[config.mk]
export PLATFORM = sky130hd
export DESIGN_NAME = frame_packetizer
export DESIGN_NICKNAME = d
export VERILOG_FILES = /design/src/rtl/fpk_pkg.sv /design/src/rtl/fpk_geometry.sv /design/src/rtl/fpk_pacer.sv /design/src/rtl/fpk_raster.sv /design/src/rtl/fpk_header_mux.sv /design/src/rtl/frame_packetizer.sv
export SDC_FILE = /design/constraint.sdc
export NUM_CORES = 1
export LEC_CHECK = 0
export BUFFER_PORTS_ARGS = -buffer_cell sky130_fd_sc_hd__buf_2
export CAP_MARGIN = 10
export CORE_MARGIN = 2
export CORE_UTILIZATION = 45
export CTS_BUF_LIST = sky130_fd_sc_hd__clkbuf_4
export DETAILED_ROUTE_END_ITERATION = 8
export GPL_TIMING_DRIVEN = 0
export PLACE_DENSITY_LB_ADDON = 0.2
export SLEW_MARGIN = 20
export SYNTH_ARGS = -nofsm -noshare
export SYNTH_HDL_FRONTEND = slang
export SYNTH_SLANG_ARGS = --single-unit
[constraint.sdc]
create_clock -name clk -period 34.9 [get_ports clk]
set_clock_uncertainty 0.15 [all_clocks]
set_input_delay 6.98 -clock clk [delete_from_list [all_inputs] [get_ports clk]]
set_output_delay 6.98 -clock clk [all_outputs]
set_load 0.01 [all_outputs]
[src/rtl/fpk_pkg.sv]
// Shared constants and helpers for the frame packetizer.
package fpk_pkg;
    localparam int MAX_PAYLOAD  = 1460;
    localparam int DESC_LEN     = 14;
    localparam int DATA_HDR_LEN = 12;

    typedef enum logic [2:0] {
        ST_IDLE,
        ST_GAP,
        ST_HDR,
        ST_FETCH,
        ST_PAY
    } fpk_state_t;

    // Grey value: top 8 bits of the green field held in bits [19:10].
    function automatic logic [7:0] grey_of(input logic [29:0] rgb);
        return rgb[19:12];
    endfunction
endpackage

[src/rtl/fpk_geometry.sv]
// Window capture and clipping.
// On take, latches the rectangle: the whole image when full is set,
// otherwise the clipped window. Derives the byte count and the data packet count.
// Assumes IMG_W and IMG_H are at least 1.
module fpk_geometry #(
    parameter int IMG_W = 640,
    parameter int IMG_H = 480,
    parameter int MAX_PAYLOAD = 1460,
    localparam int XW = $clog2(IMG_W + 1),
    localparam int YW = $clog2(IMG_H + 1),
    localparam int NB = $clog2(IMG_W * IMG_H + 1)
) (
    input  logic          clk,
    input  logic          rst_n,
    input  logic          take,
    input  logic          full,
    input  logic [XW-1:0] req_x0,
    input  logic [YW-1:0] req_y0,
    input  logic [XW-1:0] req_w,
    input  logic [YW-1:0] req_h,
    output logic [XW-1:0] x0,
    output logic [YW-1:0] y0,
    output logic [XW-1:0] w,
    output logic [YW-1:0] h,
    output logic [NB-1:0] total_bytes,
    output logic [15:0]   pkt_count
);
    logic [XW-1:0] cx0, avail_w, rw, cw;
    logic [YW-1:0] cy0, avail_h, rh, ch;
    logic [31:0]   pk_wide;

    // Clip the requested window against the image edges.
    always_comb begin
        cx0     = (req_x0 >= XW'(IMG_W)) ? XW'(IMG_W - 1) : req_x0;
        cy0     = (req_y0 >= YW'(IMG_H)) ? YW'(IMG_H - 1) : req_y0;
        avail_w = XW'(IMG_W) - cx0;
        avail_h = YW'(IMG_H) - cy0;
        rw      = (req_w == '0) ? XW'(1) : req_w;
        rh      = (req_h == '0) ? YW'(1) : req_h;
        cw      = (rw > avail_w) ? avail_w : rw;
        ch      = (rh > avail_h) ? avail_h : rh;
    end

    // Latch the rectangle for the whole frame.
    always_ff @(posedge clk) begin
        if (!rst_n) begin
            x0 <= '0;
            y0 <= '0;
            w  <= XW'(1);
            h  <= YW'(1);
        end else if (take) begin
            if (full) begin
                x0 <= '0;
                y0 <= '0;
                w  <= XW'(IMG_W);
                h  <= YW'(IMG_H);
            end else begin
                x0 <= cx0;
                y0 <= cy0;
                w  <= cw;
                h  <= ch;
            end
        end
    end

    // Byte count and packet count of the latched rectangle.
    always_comb begin
        total_bytes = NB'(w) * NB'(h);
        pk_wide     = (32'(total_bytes) + 32'(MAX_PAYLOAD - 1)) / 32'(MAX_PAYLOAD);
        pkt_count   = pk_wide[15:0];
    end
endmodule

[src/rtl/fpk_pacer.sv]
// Inter-packet spacing timer.
// Loads on the last byte of a packet. Reports ready once PACE_CYCLES
// cycles have passed. It is ready out of reset.
module fpk_pacer #(
    parameter int PACE_CYCLES = 200000,
    localparam int PW = $clog2(PACE_CYCLES + 1)
) (
    input  logic clk,
    input  logic rst_n,
    input  logic load,
    output logic ready
);
    logic [PW-1:0] cnt;

    // Count down the remaining spacing cycles.
    always_ff @(posedge clk) begin
        if (!rst_n)
            cnt <= '0;
        else if (load)
            cnt <= PW'(PACE_CYCLES - 1);
        else if (cnt != '0)
            cnt <= cnt - PW'(1);
    end

    assign ready = (cnt == '0);
endmodule

[src/rtl/fpk_raster.sv]
// Raster address walker over the latched window.
// Init sets (x0, y0). Each step advances one pixel, wrapping at width w.
// Assumes w >= 1 and that init comes before the first step of a frame.
module fpk_raster #(
    parameter int IMG_W = 640,
    parameter int IMG_H = 480,
    localparam int XW = $clog2(IMG_W + 1),
    localparam int YW = $clog2(IMG_H + 1),
    localparam int AW = $clog2(IMG_W * IMG_H)
) (
    input  logic          clk,
    input  logic          rst_n,
    input  logic          init,
    input  logic          step,
    input  logic [XW-1:0] x0,
    input  logic [YW-1:0] y0,
    input  logic [XW-1:0] w,
    output logic [AW-1:0] addr
);
    logic [XW-1:0] col;
    logic [AW-1:0] row_base;
    logic          pend;

    // A pending flag lets the row base pick up the freshly latched y0.
    always_ff @(posedge clk) begin
        if (!rst_n) begin
            col      <= '0;
            row_base <= '0;
            pend     <= 1'b0;
        end else if (init) begin
            col  <= '0;
            pend <= 1'b1;
        end else if (pend) begin
            row_base <= AW'(y0) * AW'(IMG_W);
            pend     <= 1'b0;
        end else if (step) begin
            if (col == w - XW'(1)) begin
                col      <= '0;
                row_base <= row_base + AW'(IMG_W);
            end else begin
                col <= col + XW'(1);
            end
        end
    end

    assign addr = row_base + AW'(x0) + AW'(col);
endmodule

[src/rtl/fpk_header_mux.sv]
// Header byte selector for both packet kinds, big-endian fields.
module fpk_header_mux (
    input  logic        is_desc,
    input  logic [3:0]  idx,
    input  logic [15:0] width,
    input  logic [15:0] height,
    input  logic [15:0] count,
    input  logic [31:0] size,
    input  logic [15:0] seq,
    input  logic [15:0] len,
    input  logic [31:0] offset,
    output logic [7:0]  byte_out
);
    // Pick the byte at position idx of the active header.
    always_comb begin
        byte_out = 8'h00;
        if (is_desc) begin
            case (idx)
                4'd0:  byte_out = "F";
                4'd1:  byte_out = "R";
                4'd2:  byte_out = "M";
                4'd3:  byte_out = "B";
                4'd4:  byte_out = width[15:8];
                4'd5:  byte_out = width[7:0];
                4'd6:  byte_out = height[15:8];
                4'd7:  byte_out = height[7:0];
                4'd8:  byte_out = count[15:8];
                4'd9:  byte_out = count[7:0];
                4'd10: byte_out = size[31:24];
                4'd11: byte_out = size[23:16];
                4'd12: byte_out = size[15:8];
                4'd13: byte_out = size[7:0];
                default: byte_out = 8'h00;
            endcase
        end else begin
            case (idx)
                4'd0:  byte_out = "D";
                4'd1:  byte_out = "A";
                4'd2:  byte_out = "T";
                4'd3:  byte_out = "A";
                4'd4:  byte_out = seq[15:8];
                4'd5:  byte_out = seq[7:0];
                4'd6:  byte_out = len[15:8];
                4'd7:  byte_out = len[7:0];
                4'd8:  byte_out = offset[31:24];
                4'd9:  byte_out = offset[23:16];
                4'd10: byte_out = offset[15:8];
                4'd11: byte_out = offset[7:0];
                default: byte_out = 8'h00;
            endcase
        end
    end
endmodule

[src/rtl/frame_packetizer.sv]
// Frame packetizer top.
// Sequences one descriptor packet followed by the data packets of the latched
// rectangle, with pacing between all packets. Assumes the frame buffer
// returns pix_data one cycle after pix_rd and holds it until the next read.
module frame_packetizer
    import fpk_pkg::*;
#(
    parameter int IMG_W = 640,
    parameter int IMG_H = 480,
    parameter int PACE_CYCLES = 200000,
    localparam int XW = $clog2(IMG_W + 1),
    localparam int YW = $clog2(IMG_H + 1),
    localparam int AW = $clog2(IMG_W * IMG_H),
    localparam int NB = $clog2(IMG_W * IMG_H + 1)
) (
    input  logic          clk,
    input  logic          rst_n,
    input  logic          start,
    input  logic          full_frame,
    input  logic [XW-1:0] win_x0,
    input  logic [YW-1:0] win_y0,
    input  logic [XW-1:0] win_w,
    input  logic [YW-1:0] win_h,
    output logic          busy,
    output logic          pix_rd,
    output logic [AW-1:0] pix_addr,
    input  logic [29:0]   pix_data,
    output logic [7:0]    out_data,
    output logic          out_valid,
    output logic          out_last,
    input  logic          out_ready
);
    fpk_state_t    st;
    logic          is_desc;
    logic [3:0]    hidx;
    logic [10:0]   plen;
    logic [10:0]   pcnt;
    logic [15:0]   seq;
    logic [NB-1:0] off;

    logic [XW-1:0] g_x0, g_w;
    logic [YW-1:0] g_y0, g_h;
    logic [NB-1:0] total;
    logic [15:0]   pkt_count;
    logic          pace_ready;
    logic [7:0]    hdr_byte;
    logic [NB-1:0] remaining;
    logic [10:0]   plen_next;
    logic          take, fire, hdr_end;

    assign take      = (st == ST_IDLE) && start;
    assign fire      = out_valid && out_ready;
    assign remaining = total - off;
    assign plen_next = (remaining > NB'(MAX_PAYLOAD)) ? 11'(MAX_PAYLOAD) : 11'(remaining);
    assign hdr_end   = is_desc ? (hidx == 4'(DESC_LEN - 1)) : (hidx == 4'(DATA_HDR_LEN - 1));

    fpk_geometry #(.IMG_W(IMG_W), .IMG_H(IMG_H), .MAX_PAYLOAD(MAX_PAYLOAD)) u_geom (
        .clk(clk), .rst_n(rst_n), .take(take), .full(full_frame),
        .req_x0(win_x0), .req_y0(win_y0), .req_w(win_w), .req_h(win_h),
        .x0(g_x0), .y0(g_y0), .w(g_w), .h(g_h),
        .total_bytes(total), .pkt_count(pkt_count)
    );

    fpk_pacer #(.PACE_CYCLES(PACE_CYCLES)) u_pacer (
        .clk(clk), .rst_n(rst_n), .load(fire && out_last), .ready(pace_ready)
    );

    fpk_raster #(.IMG_W(IMG_W), .IMG_H(IMG_H)) u_raster (
        .clk(clk), .rst_n(rst_n), .init(take), .step((st == ST_PAY) && fire),
        .x0(g_x0), .y0(g_y0), .w(g_w), .addr(pix_addr)
    );

    fpk_header_mux u_hdr (
        .is_desc(is_desc), .idx(hidx),
        .width(16'(g_w)), .height(16'(g_h)), .count(pkt_count), .size(32'(total)),
        .seq(seq), .len(16'(plen)), .offset(32'(off)),
        .byte_out(hdr_byte)
    );

    // Output byte, framing and read strobe.
    always_comb begin
        out_valid = (st == ST_HDR) || (st == ST_PAY);
        out_data  = (st == ST_PAY) ? grey_of(pix_data) : hdr_byte;
        out_last  = ((st == ST_HDR) && is_desc && hdr_end) ||
                    ((st == ST_PAY) && (pcnt == plen - 11'd1));
        pix_rd    = (st == ST_FETCH);
    end

    // Packet sequencer: descriptor, then header/payload pairs with gaps.
    always_ff @(posedge clk) begin
        if (!rst_n) begin
            st      <= ST_IDLE;
            busy    <= 1'b0;
            is_desc <= 1'b0;
            hidx    <= '0;
            plen    <= '0;
            pcnt    <= '0;
            seq     <= '0;
            off     <= '0;
        end else begin
            case (st)
                ST_IDLE: begin
                    if (start) begin
                        st      <= ST_GAP;
                        busy    <= 1'b1;
                        is_desc <= 1'b1;
                        seq     <= '0;
                        off     <= '0;
                    end
                end
                ST_GAP: begin
                    if (pace_ready) begin
                        st   <= ST_HDR;
                        hidx <= '0;
                        if (!is_desc)
                            plen <= plen_next;
                    end
                end
                ST_HDR: begin
                    if (fire) begin
                        if (hdr_end) begin
                            pcnt <= '0;
                            if (is_desc) begin
                                is_desc <= 1'b0;
                                st      <= ST_GAP;
                            end else begin
                                st <= ST_FETCH;
                            end
                        end else begin
                            hidx <= hidx + 4'd1;
                        end
                    end
                end
                ST_FETCH: st <= ST_PAY;
                ST_PAY: begin
                    if (fire) begin
                        if (out_last) begin
                            off <= off + NB'(plen);
                            seq <= seq + 16'd1;
                            if (off + NB'(plen) == total) begin
                                st   <= ST_IDLE;
                                busy <= 1'b0;
                            end else begin
                                st <= ST_GAP;
                            end
                        end else begin
                            pcnt <= pcnt + 11'd1;
                            st   <= ST_FETCH;
                        end
                    end
                end
                default: st <= ST_IDLE;
            endcase
        end
    end
endmodule

; ---- Word level (Yosys, flattened, before mapping)
; Cells that the tools add are included.
[op_classes]
n_div = 1
n_lt_le_gt_ge = 5
n_eq_ne = 29
n_addsub = 15
muxes = 57
n_mul = 2
n_reduce_logical = 34
bitwise = 4
[ops]
columns = cell, n
row1 = $mux 19, 6
row2 = $pmux 8 s13, 1
row3 = $pmux 8 s10, 1
row4 = $mux 10, 6
row5 = $mux 11, 5
row6 = $mux 16, 3
row7 = $mux 9, 5
row8 = $add 19x10->19, 2
row9 = $pmux 19 s2, 1
row10 = $mux 18, 2
row11 = $div 32x11->32 const B, 1
row12 = $pmux 16 s2, 1
row13 = $eq 4x4->1 const B, 6
row14 = $pmux 11 s2, 1
row15 = $add 19x11->20 const B, 1
row16 = $add 19x10->19 const B, 1
row17 = $add 19x11->19, 1
row18 = $eq 19x19->1, 1
row19 = $gt 19x11->1 const B, 1
row20 = $mul 10x9->19, 1
row21 = $sub 19x19->19, 1
row22 = $logic_not 18->1, 1
row23 = $mux 3, 6
row24 = $reduce_bool 18->1, 1
row25 = other kinds (44), 91
[totals]
output_inout_bits = 31
in_bits = 73
reg_bits = 152
elab_cells = 164

; ---- Depth between registers and ports, before layout
[logic_depth]
ltp_word = 7
mapped_depth = 51
depth_no_buf = 43

; ---- Hierarchy
; A second synthesis with hierarchy kept.
[hier_totals]
hier_cells = 2695
hier_area_um2 = 20405.8
[modules_own_cells]
columns = mod, instances, seq_area_each_um2, area_each_um2, cells_per_inst
row1 = fpk_geometry, 1, 760.7, 9321.4, 1237
row2 = frame_packetizer, 1, 1321.3, 5908.2, 810
row3 = fpk_raster, 1, 460.4, 2656.3, 322
row4 = fpk_header_mux, 1, 0.0, 1485.2, 208
row5 = fpk_pacer, 1, 360.3, 1034.7, 118

; ---- Worst setup path before layout
; No wires, ideal clock.
[synth_timing]
kind = register to output
startpoint = reg u_geom.w[2]
endpoint = out out_data[0]
path_buffers = 5
t_arrival_ns = 11.436
setup_slack_ns = 16.334
required_time_ns = 27.770
path_stages_with_launch = 44
path_cell_list = dfxtp_1 clkbuf_1 clkbuf_1 nand2_1 fa_1 fa_1 fa_1 fa_1 inv_1 ha_1 buf_2 o211a_1 a21boi_1 nor2_1 xor2_1 buf_1 and4_1 a41oi_1 (+8 left out) a2bb2o_1 and3_1 a2111oi_4 nor2_2 a311oi_2 xor2_2 or4_1 and3_1 and2_1 a211o_1 xor2_1 o21ai_1 nand2_2 mux2i_1 or3_1 or4_1 a2111oi_0 a2111o_1
[synth_via]
elab_chain_len = 6
[synth_rtl]
columns = element, line
row1 = "start, declared", fpk_geometry.sv:23  ; output logic [XW-1:0] w,
row2 = "start signal, assigned", fpk_geometry.sv:55  ; w <= XW'(IMG_W);
row3 = "start signal, assigned", fpk_geometry.sv:60  ; w <= cw;
row4 = $mul 10x9->19 (*), fpk_geometry.sv:68  ; total_bytes = NB'(w) * NB'(h);
row5 = $add 19x11->20, fpk_geometry.sv:69  ; pk_wide = (32'(total_bytes) + 32'(MAX_PAYLOAD - 1)) / 32'(MAX_PAYLOAD);
row6 = $div 32x11->32, fpk_geometry.sv:69
row7 = $pmux 8 s13 (*), fpk_header_mux.sv:18  ; case (idx)
row8 = $mux 8 (*), fpk_header_mux.sv:17  ; if (is_desc) begin
row9 = $mux 8 (*), frame_packetizer.sv:83  ; out_data = (st == ST_PAY) ? grey_of(pix_data) : hdr_byte;
row10 = "end, declared", frame_packetizer.sv:28  ; output logic [7:0] out_data,
; Mark *: on every way between the ends. The rest lies on a longest branch, timed or not.

; ---- Worst setup path in the final report
[layout_timing]
startpoint = reg u_geom.w[2]
endpoint = out out_data[1]
; The elaborated chain is that of the path after synthesis.

==> reports/qor.json <==
{
  "antenna_violating_nets_post_route": {"value": 0},
  "timing.slew.headroom": {"value": 0.211},
  "asyncSetResetFlopFracSynth": {"value": 0},
  "postSynth.topFlopCell": {"value": "sky130_fd_sc_hd__dfxtp_1"},
  "area_growth_syn_to_layout": {"value": 7.58, "unit": "%"},
  "max_slew.worst_pin.slew": {"value": 1.17, "unit": "ns"},
  "ctsLongestPathBuffers": {"value": 2},
  "routed_wl": {"value": 56900, "unit": "um"},
  "power.density_cell_area": {"value": 62.1, "unit": "mW/mm^2"},
  "num-fill-cells": {"value": 4008},
  "number_of_cells_produced_by_synthesis": {"value": 2435},
  "finalWorstPathRequiredPeriod": {"value": 22.35, "unit": "ns"},
  "cts_made_buffers": {"value": 17},
  "pin_count_of_the_biggest_net_entering_global_routing": {"value": 17},
  "synth.largest_area_cell": {"value": "sky130_fd_sc_hd__dfxtp_1"},
  "route.detailed.vias_per_inst": {"value": 6.00},
  "routed_wire_length_per_instance": {"value": 18.5, "unit": "um"},
  "placed_cells_incl_taps": {"value": 3039},
  "drive_gt1_frac": {"value": 0.0801},
  "timing.critical_path.slowest_cell_delay": {"value": 0.93, "unit": "ns"},
  "placementRows": {"value": 73},
  "cts_tree": {"value": "done"},
  "timing.final.hold_violations": {"value": 0},
  "syn-cell-area": {"value": 0.0181, "unit": "sq mm"},
  "cts_resized": {"value": 0},
  "clock_latency": {"value": 0.61, "unit": "ns"},
  "layout.cells.non_filler": {"value": 3072},
  "cp_data_required_time": {"value": 27.77, "unit": "ns"},
  "cts-hold-fix-buffers": {"value": 0},
  "total_leakage_power": {"value": 7.78, "unit": "nW"},
  "drt_pass1_iterations": {"value": 6},
  "synth_nets": {"value": 2704},
  "critPathCaptureType": {"value": "output pin"},
  "die_w": {"value": 204, "unit": "um"},
  "clock-root-buffer": {"value": "sky130_fd_sc_hd__clkbuf_4"},
  "worst_hold_path_type": {"value": "reg -> reg"},
  "drt-initial-drc-count": {"value": 1409},
  "final.setup.tns": {"value": 0, "unit": "ns"},
  "synth_top_cells_by_area": {"value": "sky130_fd_sc_hd__dfxtp_1 16%, sky130_fd_sc_hd__ha_1 9.1%, sky130_fd_sc_hd__fa_1 7.1%"},
  "post_cts_buffers": {"value": 0},
  "synth-edff-count": {"value": 0},
  "clk_transition_reported_paths": {"value": 0.14, "unit": "ns"},
  "place.gp.congestion": {"value": 0.966},
  "ioPinCount": {"value": 104},
  "antenna_violations_before_repair": {"value": 1},
  "synth.distinct_cells": {"value": 114},
  "floorplan.core_area": {"value": 0.0397, "unit": "sq mm"},
  "critPathKind": {"value": "reg -> out"},
  "overflow": {"value": 0},
  "cp_slowest_cell": {"value": "sky130_fd_sc_hd__o31ai_1"},
  "portBuffers": {"value": 79},
  "final_min_period_over_clock_period": {"value": 0.640},
  "drt_drc_violations_left": {"value": 0},
  "numClockSinks": {"value": 145},
  "met2_routed_wl": {"value": 26300, "unit": "um"},
  "worst_path_most_repeated_cell": {"value": "sky130_fd_sc_hd__fa_1"},
  "synthDominantCellAreaShare": {"value": 0.161},
  "detail_route.wirelength.met1": {"value": 26100, "unit": "um"},
  "critical_path_arrival": {"value": 15.22, "unit": "ns"},
  "synth_sequential_area_ratio": {"value": 0.161},
  "worst_ir_drop_vdd": {"value": 0.0434, "unit": "mV"},
  "postSynthRegisterBits": {"value": 145},
  "ys.warnings.count": {"value": 0},
  "maximum_fanout_along_the_worst_path": {"value": 10},
  "wire_length_of_the_first_global_routing_pass": {"value": 92900, "unit": "um"},
  "final-max-slew-violation-count": {"value": 0},
  "initial_core_utilization": {"value": 0.455},
  "grt.total_usage": {"value": 0.274},
  "hpwlAfterDp": {"value": 45300, "unit": "um"},
  "first_global_vias": {"value": 17600},
  "final_setup_fails": {"value": 0},
  "fin_nets": {"value": 2802},
  "rsz0062_at_grt": {"value": "false"},
  "syn_avg_cell_area": {"value": 7.43, "unit": "sq um"},
  "outcome": {"value": "completed"},
  "max_cap_violations": {"value": 0},
  "timing.fmax": {"value": 0.0447, "unit": "GHz"},
  "floorplan.die.height": {"value": 204, "unit": "um"},
  "met3RoutedLength": {"value": 3400, "unit": "um"},
  "design.die.area": {"value": 0.0418, "unit": "sq mm"},
  "worstSetupStartpointType": {"value": "flop"},
  "routed-via-count": {"value": 18400},
  "cts-htree-levels": {"value": 4},
  "highest-signal-layer": {"value": "met4"}
}
## placed cells by master (no fill, tap or decap), types with 27 or more instances in the layout
cell type	synthesis	layout
sky130_fd_sc_hd__dfxtp_1	145	145
sky130_fd_sc_hd__a21oi_1	184	184
sky130_fd_sc_hd__clkbuf_1	109	109
sky130_fd_sc_hd__a22oi_1	37	37
sky130_fd_sc_hd__nor4_1	27	27
sky130_fd_sc_hd__xnor2_1	138	138
sky130_fd_sc_hd__and3_1	39	39
sky130_fd_sc_hd__nor3_1	50	50
sky130_fd_sc_hd__nand3_1	82	82
sky130_fd_sc_hd__ha_1	132	132
sky130_fd_sc_hd__xor2_1	67	67
sky130_fd_sc_hd__fa_1	64	64
sky130_fd_sc_hd__buf_2	13	92
sky130_fd_sc_hd__inv_1	127	127
sky130_fd_sc_hd__nand2_1	274	274
sky130_fd_sc_hd__nor2_1	229	229
sky130_fd_sc_hd__o21ai_0	137	137
sky130_fd_sc_hd__a21o_1	33	33
sky130_fd_sc_hd__and2_1	51	51
## cell type report
cell class                      instances  area, sq um  share of cell area
Antenna cell                            1         2.50            0.000129
Tap cell                              525          657              0.0338
Sequential cell                       145         2900               0.149
Clock buffer                           18          135             0.00695
Clock inverter                         14          180             0.00926
Timing Repair Buffer                   79          395              0.0203
Inverter                              134          503              0.0259
Multi-Input combinational cell       2030        14200               0.729
Buffer                                126          500              0.0257
## cells in the mapped netlist, types with 27 or more instances
cell type and number:
sky130_fd_sc_hd__nand3_1 82, sky130_fd_sc_hd__xor2_1 67, sky130_fd_sc_hd__and2_1 51, sky130_fd_sc_hd__inv_1 127, sky130_fd_sc_hd__o21ai_0 137, sky130_fd_sc_hd__clkbuf_1 109
sky130_fd_sc_hd__dfxtp_1 145, sky130_fd_sc_hd__fa_1 64, sky130_fd_sc_hd__and3_1 39, sky130_fd_sc_hd__a21o_1 33, sky130_fd_sc_hd__nor3_1 50, sky130_fd_sc_hd__a22oi_1 37
sky130_fd_sc_hd__xnor2_1 138, sky130_fd_sc_hd__nor4_1 27, sky130_fd_sc_hd__nand2_1 274, sky130_fd_sc_hd__ha_1 132, sky130_fd_sc_hd__a21oi_1 184, sky130_fd_sc_hd__nor2_1 229
## worst paths after layout
| check | startpoint | end | slack (ns) | cells past startpoint |
|---|---|---|---|---|
| setup / recovery | u_geom.w[2] | out_data[1] | 12.55 | 43 |
| hold / removal | u_geom.x0[5] | u_geom.x0[5] | 0.31 | 2 |
| setup reg to reg | u_geom.w[2] | plen[6] | 27.11 | 29 |
| hold reg to reg | u_geom.x0[5] | u_geom.x0[5] | 0.31 | 2 |
## report_power, final
group          switching (mW)  leakage (nW)  internal [mW]
sequential             0.0200          1.18          0.184
combinational           0.561          6.44          0.321
clock                  0.0711         0.160         0.0517
## registers in the layout (all words and copies together) (netlist names)
| register | cells |
|---|---|
| u_geom.w | 10 |
| u_geom.h | 9 |
| busy | 1 |
| off | 19 |
| u_pacer.cnt | 18 |
| u_raster.row_base | 12 |
| u_raster.col | 10 |
| u_raster.pend | 1 |
| st | 3 |
| is_desc | 1 |
| seq | 16 |
| plen | 11 |
| hidx | 4 |
| u_geom.y0 | 9 |
| u_geom.x0 | 10 |
| pcnt | 11 |
## through the flow
stage | util | instance area, sq um | power [mW] | hold WS [ns] | setup slack (ns)
detailed placement | 0.482 | 19100 | 1.07 | 0.292 | 13.58
CTS | 0.490 | 19500 | 1.20 | 0.310 | 12.85
finish | 0.490 | 19500 | 1.21 | 0.310 | 12.55
floorplan | - | 18100 | 0.868 | 0.272 | 16.33
global placement | 0.482 | 19100 | 1.05 | 0.287 | 13.77
global route | 0.490 | 19500 | 1.31 | 0.324 | 11.69
## layer usage
layer  vias up  GRT usage
met2       628      0.451
met3        82     0.0338
met1      8796      0.376
met5         -          0
li1       8921          -
met4         0     0.0784
## critical path: cells and delay by family, from the launching register on
family	cells	cell delay, ns
buffers and inverters	5	1.13
and+or+nand+nor	9	2.74
DFF	1	0.33
xor gates and xnor gates	1	0.33
adders and majority gates	5	2.48
AOI/OAI and AO/OA	22	7.43
muxes	1	0.16
## cell families after synthesis
logic type	count (synthesis)	synth area share
buffers and inverters	260	0.0555
adders and majority gates	198	0.163
AOI/OAI and AO/OA	692	0.262
xor gates and xnor gates	209	0.103
and+or+nand+nor	905	0.241
DFF	145	0.161
muxes	26	0.0149
(Power assumes the default switching activity.)
